$ cat config.mk
export PLATFORM = sky130hd
export DESIGN_NAME = addsub_unit
export DESIGN_NICKNAME = d
export VERILOG_FILES = /design/src/rtl/addsub_pkg.sv /design/src/rtl/addsub_operand_cond.sv /design/src/rtl/addsub_fa.sv /design/src/rtl/addsub_ripple.sv /design/src/rtl/addsub_range_class.sv /design/src/rtl/addsub_unit.sv
export SDC_FILE = /design/constraint.sdc
export NUM_CORES = 1
export LEC_CHECK = 0
export BUFFER_PORTS_ARGS = -buffer_cell sky130_fd_sc_hd__buf_2
export CAP_MARGIN = 20
export CORE_AREA = 2 2 39 41
export DETAILED_ROUTE_END_ITERATION = 8
export DIE_AREA = 0 0 41 43
export SLEW_MARGIN = 5
export SYNTH_ARGS = -nofsm -noshare
export SYNTH_HDL_FRONTEND = slang
export SYNTH_SLANG_ARGS = --single-unit
$ cat constraint.sdc
create_clock -name vclk -period 3.3
set_clock_uncertainty 0.1 [all_clocks]
set_input_delay 0.825 -clock vclk [all_inputs]
set_output_delay 0.825 -clock vclk [all_outputs]
set_load 0.005 [all_outputs]
$ cat src/rtl/addsub_pkg.sv
package addsub_pkg;
  typedef enum logic {
    MODE_ADD = 1'b0,
    MODE_SUB = 1'b1
  } addsub_mode_e;
endpackage

$ cat src/rtl/addsub_operand_cond.sv
module addsub_operand_cond
  import addsub_pkg::*;
#(
  parameter int W = 4
) (
  input  logic [W-1:0] raw_b,
  input  logic         mode,
  output logic [W-1:0] eff_b,
  output logic         carry_seed
);
  logic is_sub;

  always_comb begin
    is_sub     = (addsub_mode_e'(mode) == MODE_SUB);
    eff_b      = is_sub ? ~raw_b : raw_b;
    carry_seed = is_sub;
  end
endmodule

$ cat src/rtl/addsub_fa.sv
module addsub_fa (
  input  logic x,
  input  logic y,
  input  logic ci,
  output logic s,
  output logic co
);
  always_comb begin
    s  = x ^ y ^ ci;
    co = (x & y) | (ci & (x ^ y));
  end
endmodule

$ cat src/rtl/addsub_ripple.sv
module addsub_ripple #(
  parameter int W = 4
) (
  input  logic [W-1:0] x,
  input  logic [W-1:0] y,
  input  logic         cin,
  output logic [W-1:0] sum,
  output logic         c_top_in,
  output logic         c_top_out
);
  logic [W:0] chain;

  assign chain[0] = cin;

  for (genvar i = 0; i < W; i++) begin : g_stage
    addsub_fa u_fa (
      .x  (x[i]),
      .y  (y[i]),
      .ci (chain[i]),
      .s  (sum[i]),
      .co (chain[i+1])
    );
  end

  assign c_top_in  = chain[W-1];
  assign c_top_out = chain[W];
endmodule

$ cat src/rtl/addsub_range_class.sv
module addsub_range_class (
  input  logic c_top_in,
  input  logic c_top_out,
  input  logic sum_sign,
  output logic hi_flag,
  output logic lo_flag
);
  logic out_of_range;

  always_comb begin
    out_of_range = c_top_in ^ c_top_out;
    hi_flag      = out_of_range & sum_sign;
    lo_flag      = out_of_range & ~sum_sign;
  end
endmodule

$ cat src/rtl/addsub_unit.sv
module addsub_unit #(
  parameter int W = 4
) (
  input  logic [W-1:0] opnd_a,
  input  logic [W-1:0] opnd_b,
  input  logic         sub_mode,
  output logic [W-1:0] result,
  output logic         ovf_pos,
  output logic         ovf_neg
);
  localparam int MSB = W - 1;

  logic [W-1:0] b_eff;
  logic         cin;
  logic         c_in_msb;
  logic         c_out_msb;

  addsub_operand_cond #(.W(W)) u_cond (
    .raw_b      (opnd_b),
    .mode       (sub_mode),
    .eff_b      (b_eff),
    .carry_seed (cin)
  );

  addsub_ripple #(.W(W)) u_chain (
    .x         (opnd_a),
    .y         (b_eff),
    .cin       (cin),
    .sum       (result),
    .c_top_in  (c_in_msb),
    .c_top_out (c_out_msb)
  );

  addsub_range_class u_class (
    .c_top_in  (c_in_msb),
    .c_top_out (c_out_msb),
    .sum_sign  (result[MSB]),
    .hi_flag   (ovf_pos),
    .lo_flag   (ovf_neg)
  );
endmodule

==> flow_metrics.tcl, run 1 <==
set metrics [dict create \
    status "finished, violations left" \
    violations "negative setup slack" \
    firstDrtPassIters 1 \
    coreArea_sq_um 1380 \
    finalPower_mw 0.0796 \
    final_area_sq_um 328 \
    drv_slew 0 \
    final_core_util_pct 23.7 \
    dpl_cell_area_sq_um 269 \
    crit_family "adder cells" \
    path_max_fanout 3 \
    final.period_utilization_pct 105 \
    nNetsFinal 49 \
    placedCellCount 50 \
    drive_gt1_share_pct 68.6 \
    grt_usage_pct 4.32 \
    period_minus_slack_ns 3.46 \
    syn-num-nets 32 \
    drv_cap 0 \
    arrival_ns 2.54 \
    p_leak_nw 0.170 \
    multiInputGateArea_sq_um 155 \
    min_from "opnd_b[0]" \
    start_util_pct 12.7 \
    powerDensity_nw_per_um2 243 \
    cpPeakStageDelay_ns 0.40 \
    syn_to_final_growth_pct 85.8 \
    syn_area_sq_um 176 \
    routed_wl_um 368 \
    seq_area_frac_synth_pct 0 \
    path_common_cell "fa_2" \
    ys_types 8 \
    nFillCells 151 \
    path_cells "buf_8, xnor2_4, fa_2, fa_2, inv_2, fa_1, and2b_1, buf_2" \
    grt_pass1_vias 176 \
    die_h_um 43 \
    rows 14 \
    num_vias 164 \
    relSlewSlack_pct 86.1 \
    drt_iter0_drc 0 \
    finalSetupViolCount 3 \
    setup_ws_ns -0.160 \
    drt-wirelength-per-cell_um 7.22 \
    ir_drop_mv 0.0605 \
    place.gp.congestion 0.579 \
    min_path_type "in2out" \
    seq_cells 0 \
    yosys.area.top_type_share_pct 34.0 \
    startpoint_type "input pin" \
    hold_end "result[0]" \
    grt_max_degree 4 \
    max_freq_mhz 289 \
    synth_top_area_cell "fa_1" \
    register_area_sq_um 0 \
    via_per_inst 3.22 \
    fin_hold_ws_ns 1.80 \
    ant_nets 0 \
    yosys-top-cells-area "fa_1, buf_4, xnor2_1" \
    rsz0062_at_grt "true" \
    critPathRequiredTime_ns 2.37 \
    cp-end-kind "output port" \
    boundaryPins 15 \
    overflow 0 \
    hold_viol 0 \
    drcViolationCount 0 \
    crit_slowest_cell "fa_1" \
    die-area_sq_um 1760 \
    synthCells 20 \
    hold_depth 3 \
    antenna_found_initial 0 \
    crit_type "in2out" \
    syn-mean-instance-area_sq_um 8.82 \
    worst_pin_slew_ns 0.208 \
    clock_buffers 0 \
    n_antenna_cell 0 \
    ys_warn_count 0 \
    portBuffers 15 \
    final_cell_count_no_fill 51 \
    cp_num_buf_inv 3 \
    die_x_um 41 \
    grt_pass1_wl_um 558 \
]
-- where the power goes --
| part | switching (mW) | total (mW) | internal [mW] |
|---|---|---|---|
| logic | 0.0304 | 0.0796 | 0.0492 |
| registers | 0 | 0 | 0 |
| clock network | 0 | 0 | 0 |
| total | 0.0304 | 0.0796 | 0.0492 |
-- cell usage after synthesis, drive strengths merged --
cell   instances
xnor2          3
and2           1
buf            4
and2b          1
inv            5
fa             3
xor2           2
mux2i          1
-- cell usage in the layout (no fill, tap or decap), drive strengths merged --
| master | netlist | routed |
|---|---|---|
| xor2 | 2 | 2 |
| and2b | 1 | 1 |
| fa | 3 | 3 |
| xnor2 | 3 | 3 |
| buf | 4 | 19 |
| inv | 5 | 5 |
| and2 | 1 | 1 |
| mux2i | 1 | 1 |
-- worst max path at each step --
stage	cells past startpoint	startpoint	slack [ns]	endpoint
global route	8	opnd_b[1]	-0.23	ovf_neg
global placement	8	sub_mode	-0.22	ovf_neg
CTS	8	sub_mode	-0.18	ovf_neg
finish	8	opnd_b[1]	-0.16	ovf_neg
floorplan	6	opnd_b[1]	0.01	ovf_neg
detailed placement	8	sub_mode	-0.24	ovf_neg
-- logic make-up after synthesis --
family / count (synthesis) / synth area share, %
xor+xnor: 5 / 24.8
fa+ha+maj: 3 / 34.0
buf+inv: 9 / 27.7
mux: 1 / 5.67
simple gates: 2 / 7.81
-- metrics by stage --
stage          setup TNS, ns  worst slack (ns)
2_1_floorplan              0            0.0138
3_3_place_gp          -0.476            -0.221
3_5_place_dp          -0.550            -0.244
4_1_cts               -0.497            -0.180
5_1_grt               -0.629            -0.234
6_report              -0.414            -0.160
-- repair_timing --
action,4_1_cts,5_1_grt
hold buffers,0,0
pin swaps,2,2
endpoints found under the setup margin,3,3
gates resized for setup,5,6
setup buffers,1,0
-- cell type report --
cell class | instances | share of cell area, %
multi-input cells | 11 | 47.3
repair buffers | 19 | 40.8
well taps | 16 | 6.11
inverters | 5 | 5.73
-- routing by layer --
layer | vias to the layer above | GRT usage, % | wire length [um]
met1 | 70 | 4.18 | 128
met4 | 0 | 0 | 0
met2 | 10 | 9.38 | 204
li1 | 84 | - | -
met3 | 0 | 0 | 36
met5 | - | 0 | 0
(Power assumes the default switching activity.)
==> run 2, diff against run 1 <==
--- a/config.mk
+++ b/config.mk
@@ -10,7 +10,6 @@
 export CORE_AREA = 2 2 39 41
 export DETAILED_ROUTE_END_ITERATION = 8
 export DIE_AREA = 0 0 41 43
-export SLEW_MARGIN = 5
 export SYNTH_ARGS = -nofsm -noshare
 export SYNTH_HDL_FRONTEND = slang
 export SYNTH_SLANG_ARGS = --single-unit
==> constraint.sdc (replaced) <==
create_clock -name vclk -period 3.91
set_clock_uncertainty 0.1 [all_clocks]
set_input_delay 0.9775 -clock vclk [all_inputs]
set_output_delay 0.9775 -clock vclk [all_outputs]
set_load 0.005 [all_outputs]
==> run 2 against run 1 <==
The run now ends clean. Largest cell class unchanged. Routed wire length decreased by 13%. Total power decreased by 33%. Highest routed layer unchanged. Combinational power decreased by 33%.
==> flow_metrics.tcl, run 2 (same netlist as run 1, synthesis figures left out) <==
set metrics [dict create \
    status "finished clean" \
    place.gp.congestion 0.614 \
    max_freq_mhz 263 \
    drt_iter0_drc 0 \
    final_area_sq_um 272 \
    boundaryPins 15 \
    num_vias 150 \
    drive_gt1_share_pct 63.6 \
    grt_pass1_wl_um 552 \
    die_x_um 41 \
    p_sw_mw 0.0228 \
    layout_common_cells "buf_2, inv_1, buf_4" \
    setup_ws_ns 0.101 \
    setup_tns_ns 0 \
    critPathLaunch "sub_mode" \
    drv_slew 0 \
    finalPower_mw 0.0531 \
    cts_setup_buffers 0 \
    routed_wl_um 320 \
    pre_cts_slack_ns -0.0278 \
    period_minus_slack_ns 3.81 \
    start_util_pct 12.7 \
    clock_buffers 0 \
    dpl_cell_area_sq_um 256 \
    portBuffers 15 \
    n_antenna_cell 0 \
    grt_max_degree 4 \
    final_cell_count_no_fill 49 \
    p_leak_nw 0.151 \
    antenna_found_initial 0 \
    syn_to_final_growth_pct 53.9 \
    dp_hpwl_um 316 \
    p_int_mw 0.0303 \
    crit_type "in2out" \
    crit_path_end "ovf_neg" \
    final_common_cell "buf_2" \
    overflow 0 \
    relSlewSlack_pct 85.5 \
    powerDensity_nw_per_um2 196 \
    rows 14 \
    hold_viol 0 \
    pwr-share-comb_pct 100.0 \
    hold_buffers 0 \
    placedCellCount 49 \
    coreArea_sq_um 1380 \
    register_area_sq_um 0 \
    grt_usage_pct 4.12 \
    via_per_inst 3.06 \
    ir_drop_mv 0.0403 \
    firstDrtPassIters 1 \
    worst_pin_slew_ns 0.215 \
    arrival_ns 2.73 \
    multiInputGateArea_sq_um 140 \
    cp-end-kind "output port" \
    min_path_type "in2out" \
    finalSetupViolCount 0 \
    p_seq_share_pct 0 \
    rsz0062_at_grt "false" \
    grt_pass1_vias 156 \
    drt-wirelength-per-cell_um 6.53 \
    nFillCells 156 \
    startpoint_type "input pin" \
    critPathRequiredTime_ns 2.83 \
    path_max_fanout 3 \
    final.period_utilization_pct 97.4 \
    ant_nets 0 \
    drv_cap 0 \
    clkPwrFrac_pct 0 \
    die-area_sq_um 1760 \
    seq_cells 0 \
    nNetsFinal 47 \
    power_switching_share_pct 42.9 \
    drcViolationCount 0 \
    die_h_um 43 \
]
run 2: through the flow:
step / hold slack, ns / util, %
floorplan: 2.02 / -
global placement: 2.12 / 18.5
detailed placement: 2.12 / 18.5
CTS: 2.12 / 18.7
global route: 2.16 / 19.6
finish: 2.12 / 19.6
run 2: repair_timing:
action                     in CTS  in global routing
gates resized for setup         1                  4
pin swaps                       0                  1
setup endpoints to repair       2                  2
run 2: worst min-delay path by stage:
stage / from / to / slack, ns / cells past startpoint
after floorplan: opnd_a[0] / result[0] / 2.02 / 2
after global placement: opnd_a[0] / result[0] / 2.12 / 3
after detailed placement: opnd_a[0] / result[0] / 2.12 / 3
after CTS: opnd_a[0] / result[0] / 2.12 / 3
after global routing: opnd_a[0] / result[0] / 2.16 / 3
final: opnd_a[0] / result[0] / 2.12 / 3
run 2: per-layer routing:
layer,track usage [%],vias to the layer above,part of all wire [%],wire length [um]
met5,0,-,0,0
met3,0.524,0,12,37
met2,7.81,10,47,151
met4,0,0,0,0
met1,4.82,62,41,131
li1,-,78,-,-
run 2: cell type report:
| type | instances | share of cell area (%) |
|---|---|---|
| inverter | 5 | 6.91 |
| multi-input combinational | 11 | 51.6 |
| tap | 16 | 7.37 |
| timing repair buffer | 17 | 34.1 |
run 2: critical path: stages:
cell and delay [ns]:
buf_4 0.13, xnor2_2 0.14, fa_2 0.36, fa_2 0.36, inv_2 0.07, fa_1 0.40
and2b_1 0.20, buf_2 0.10
run 2: power by group through the flow:
stage	Combinational, mW	Sequential [mW]	Clock, mW
CTS	0.0525	0	0
global placement	0.0508	0	0
global route	0.0626	0	0
detailed placement	0.0520	0	0
finish	0.0531	0	0
floorplan	0.0387	0	0
==> run 3, diff against run 2 <==
--- a/config.mk
+++ b/config.mk
@@ -12,4 +12,5 @@
 export DIE_AREA = 0 0 41 43
 export SYNTH_ARGS = -nofsm -noshare
 export SYNTH_HDL_FRONTEND = slang
+export SYNTH_HIERARCHICAL = 1
 export SYNTH_SLANG_ARGS = --single-unit
==> run 3 against run 2 <==
The flow now finishes with violations (negative setup slack). Global-route usage increased by 0.42 points. Critical path depth unchanged. Critical endpoint is now ovf_pos. First-iteration DRC count unchanged. Final area is 12% higher. Clock-buffer cell count unchanged.
==> flow_metrics.tcl, run 3 <==
set metrics [dict create \
    status "finished, violations left" \
    violations "negative setup slack" \
    startpoint_type "input pin" \
    finalPower_mw 0.0711 \
    placedCellCount 44 \
    ys_types 6 \
    grt_pass1_wl_um 593 \
    drv_cap 0 \
    pre_cts_slack_ns -0.382 \
    grt_max_degree 5 \
    routed_wl_um 390 \
    die-area_sq_um 1760 \
    period_minus_slack_ns 4.15 \
    drv_slew 0 \
    finalSetupViolCount 3 \
    relSlewSlack_pct 85.5 \
    final_core_util_pct 22.0 \
    num_vias 141 \
    yosys-top-cells-area "fa_1, xor2_1, xnor2_1" \
    coreArea_sq_um 1380 \
    ant_nets 0 \
    rsz0062_at_grt "true" \
    dp_hpwl_um 392 \
    crit_path_end "ovf_pos" \
    p_int_mw 0.0409 \
    nNetsFinal 43 \
    grt_usage_pct 4.54 \
    boundaryPins 15 \
    die_h_um 43 \
    syn-mean-instance-area_sq_um 11.8 \
    pwr-share-comb_pct 100.0 \
    synthTopCellsByCount "fa_1, xor2_1" \
    hold_depth 3 \
    hold_viol 0 \
    seq_cells 0 \
    clock_buffers 0 \
    fin_hold_ws_ns 2.24 \
    drt-wirelength-per-cell_um 8.86 \
    critPathRequiredTime_ns 2.83 \
    synth_top_area_cell "fa_1" \
    drt_iter0_drc 0 \
    worst_pin_slew_ns 0.216 \
    firstDrtPassIters 1 \
    p_seq_share_pct 0 \
    min_from "opnd_a[1]" \
    register_area_sq_um 0 \
    via_per_inst 3.20 \
    p_sw_mw 0.0302 \
    cp-end-kind "output port" \
    path_max_fanout 3 \
    ir_drop_mv 0.0717 \
    final.period_utilization_pct 106 \
    syn-num-nets 25 \
    syn_to_final_growth_pct 115 \
    die_x_um 41 \
    final_common_cell "buf_2" \
    min_path_type "in2out" \
    setup_ws_ns -0.235 \
    arrival_ns 3.07 \
    dpl_cell_area_sq_um 277 \
    crit_type "in2out" \
    rows 14 \
    ys_warn_count 6 \
    final_area_sq_um 304 \
    setup_tns_ns -0.546 \
    n_antenna_cell 0 \
    portBuffers 15 \
    seq_area_frac_synth_pct 0 \
    powerDensity_nw_per_um2 234 \
    final_cell_count_no_fill 44 \
    max_freq_mhz 241 \
    clkPwrFrac_pct 0 \
    drive_gt1_share_pct 85.7 \
    p_leak_nw 0.138 \
    start_util_pct 10.2 \
    synthCells 12 \
    grt_pass1_vias 137 \
    syn_area_sq_um 141 \
    antenna_found_initial 0 \
    critPathLaunch "opnd_b[0]" \
    power_switching_share_pct 42.4 \
    layout_common_cells "buf_2, fa_2, buf_6, xor2_1" \
    yosys.area.top_type_share_pct 56.6 \
    place.gp.congestion 0.590 \
    drcViolationCount 0 \
    overflow 0 \
]
==> run 3: cell count changes in the layout (fill, tap and decap cells not counted), moves of 2 or more <==
cell     change
buf_4        -2
xnor2_1      -2
inv_1        -4
buf_6        +3
fa_2         +2
==> run 3: power groups by stage <==
stage          Combinational [mW]  Sequential (mW)  Clock, mW
6_report                   0.0711                0          0
2_1_floorplan              0.0391                0          0
4_1_cts                    0.0669                0          0
3_3_place_gp               0.0644                0          0
3_5_place_dp               0.0659                0          0
5_1_grt                    0.0788                0          0
==> run 3: worst max-delay path, cell delays in order <==
cell	delay (ns)
buf_6	0.09
xor2_2	0.16
fa_2	0.33
fa_2	0.34
fa_2	0.37
fa_2	0.55
nor2b_4	0.13
buf_2	0.11
==> run 3: timing repair <==
| item | 4_1_cts | 5_1_grt |
|---|---|---|
| setup buffers | 0 | 0 |
| setup endpoints to repair | 3 | 3 |
| pin swaps | 6 | 1 |
| hold buffers | 0 | 0 |
| cloned | 0 | 0 |
| resized for setup | 4 | 1 |
==> run 3: cell families (layout without fill, tap and decap cells) <==
kind of cell               Yosys count  after routing  share of synthesized area, %
xor gates and xnor gates             5              5                          31.0
adders and majority gates            4              4                          56.6
and+or+nand+nor                      2              2                          7.08
buffers and inverters                1             17                          5.31
==> run 3: area by class of cell <==
class                      instances  area [sq um]
fill                             153          1080
multi-input combinational         11           178
tap                               16          20.0
timing repair buffer              17           106
==> run 3: worst min path at each step <==
stage / to
3_5_place_dp: result[1]
4_1_cts: result[1]
5_1_grt: result[1]
3_3_place_gp: result[1]
2_1_floorplan: result[1]
6_report: result[1]
==> run 3: per-layer routing <==
layer  vias to the layer above  GRT usage, %  wire length [um]
met5                         -             0                 0
met4                         0             0                 0
met3                         0          2.09                93
met2                        15          5.94               130
met1                        60          7.19               167
li1                         66             -                 -
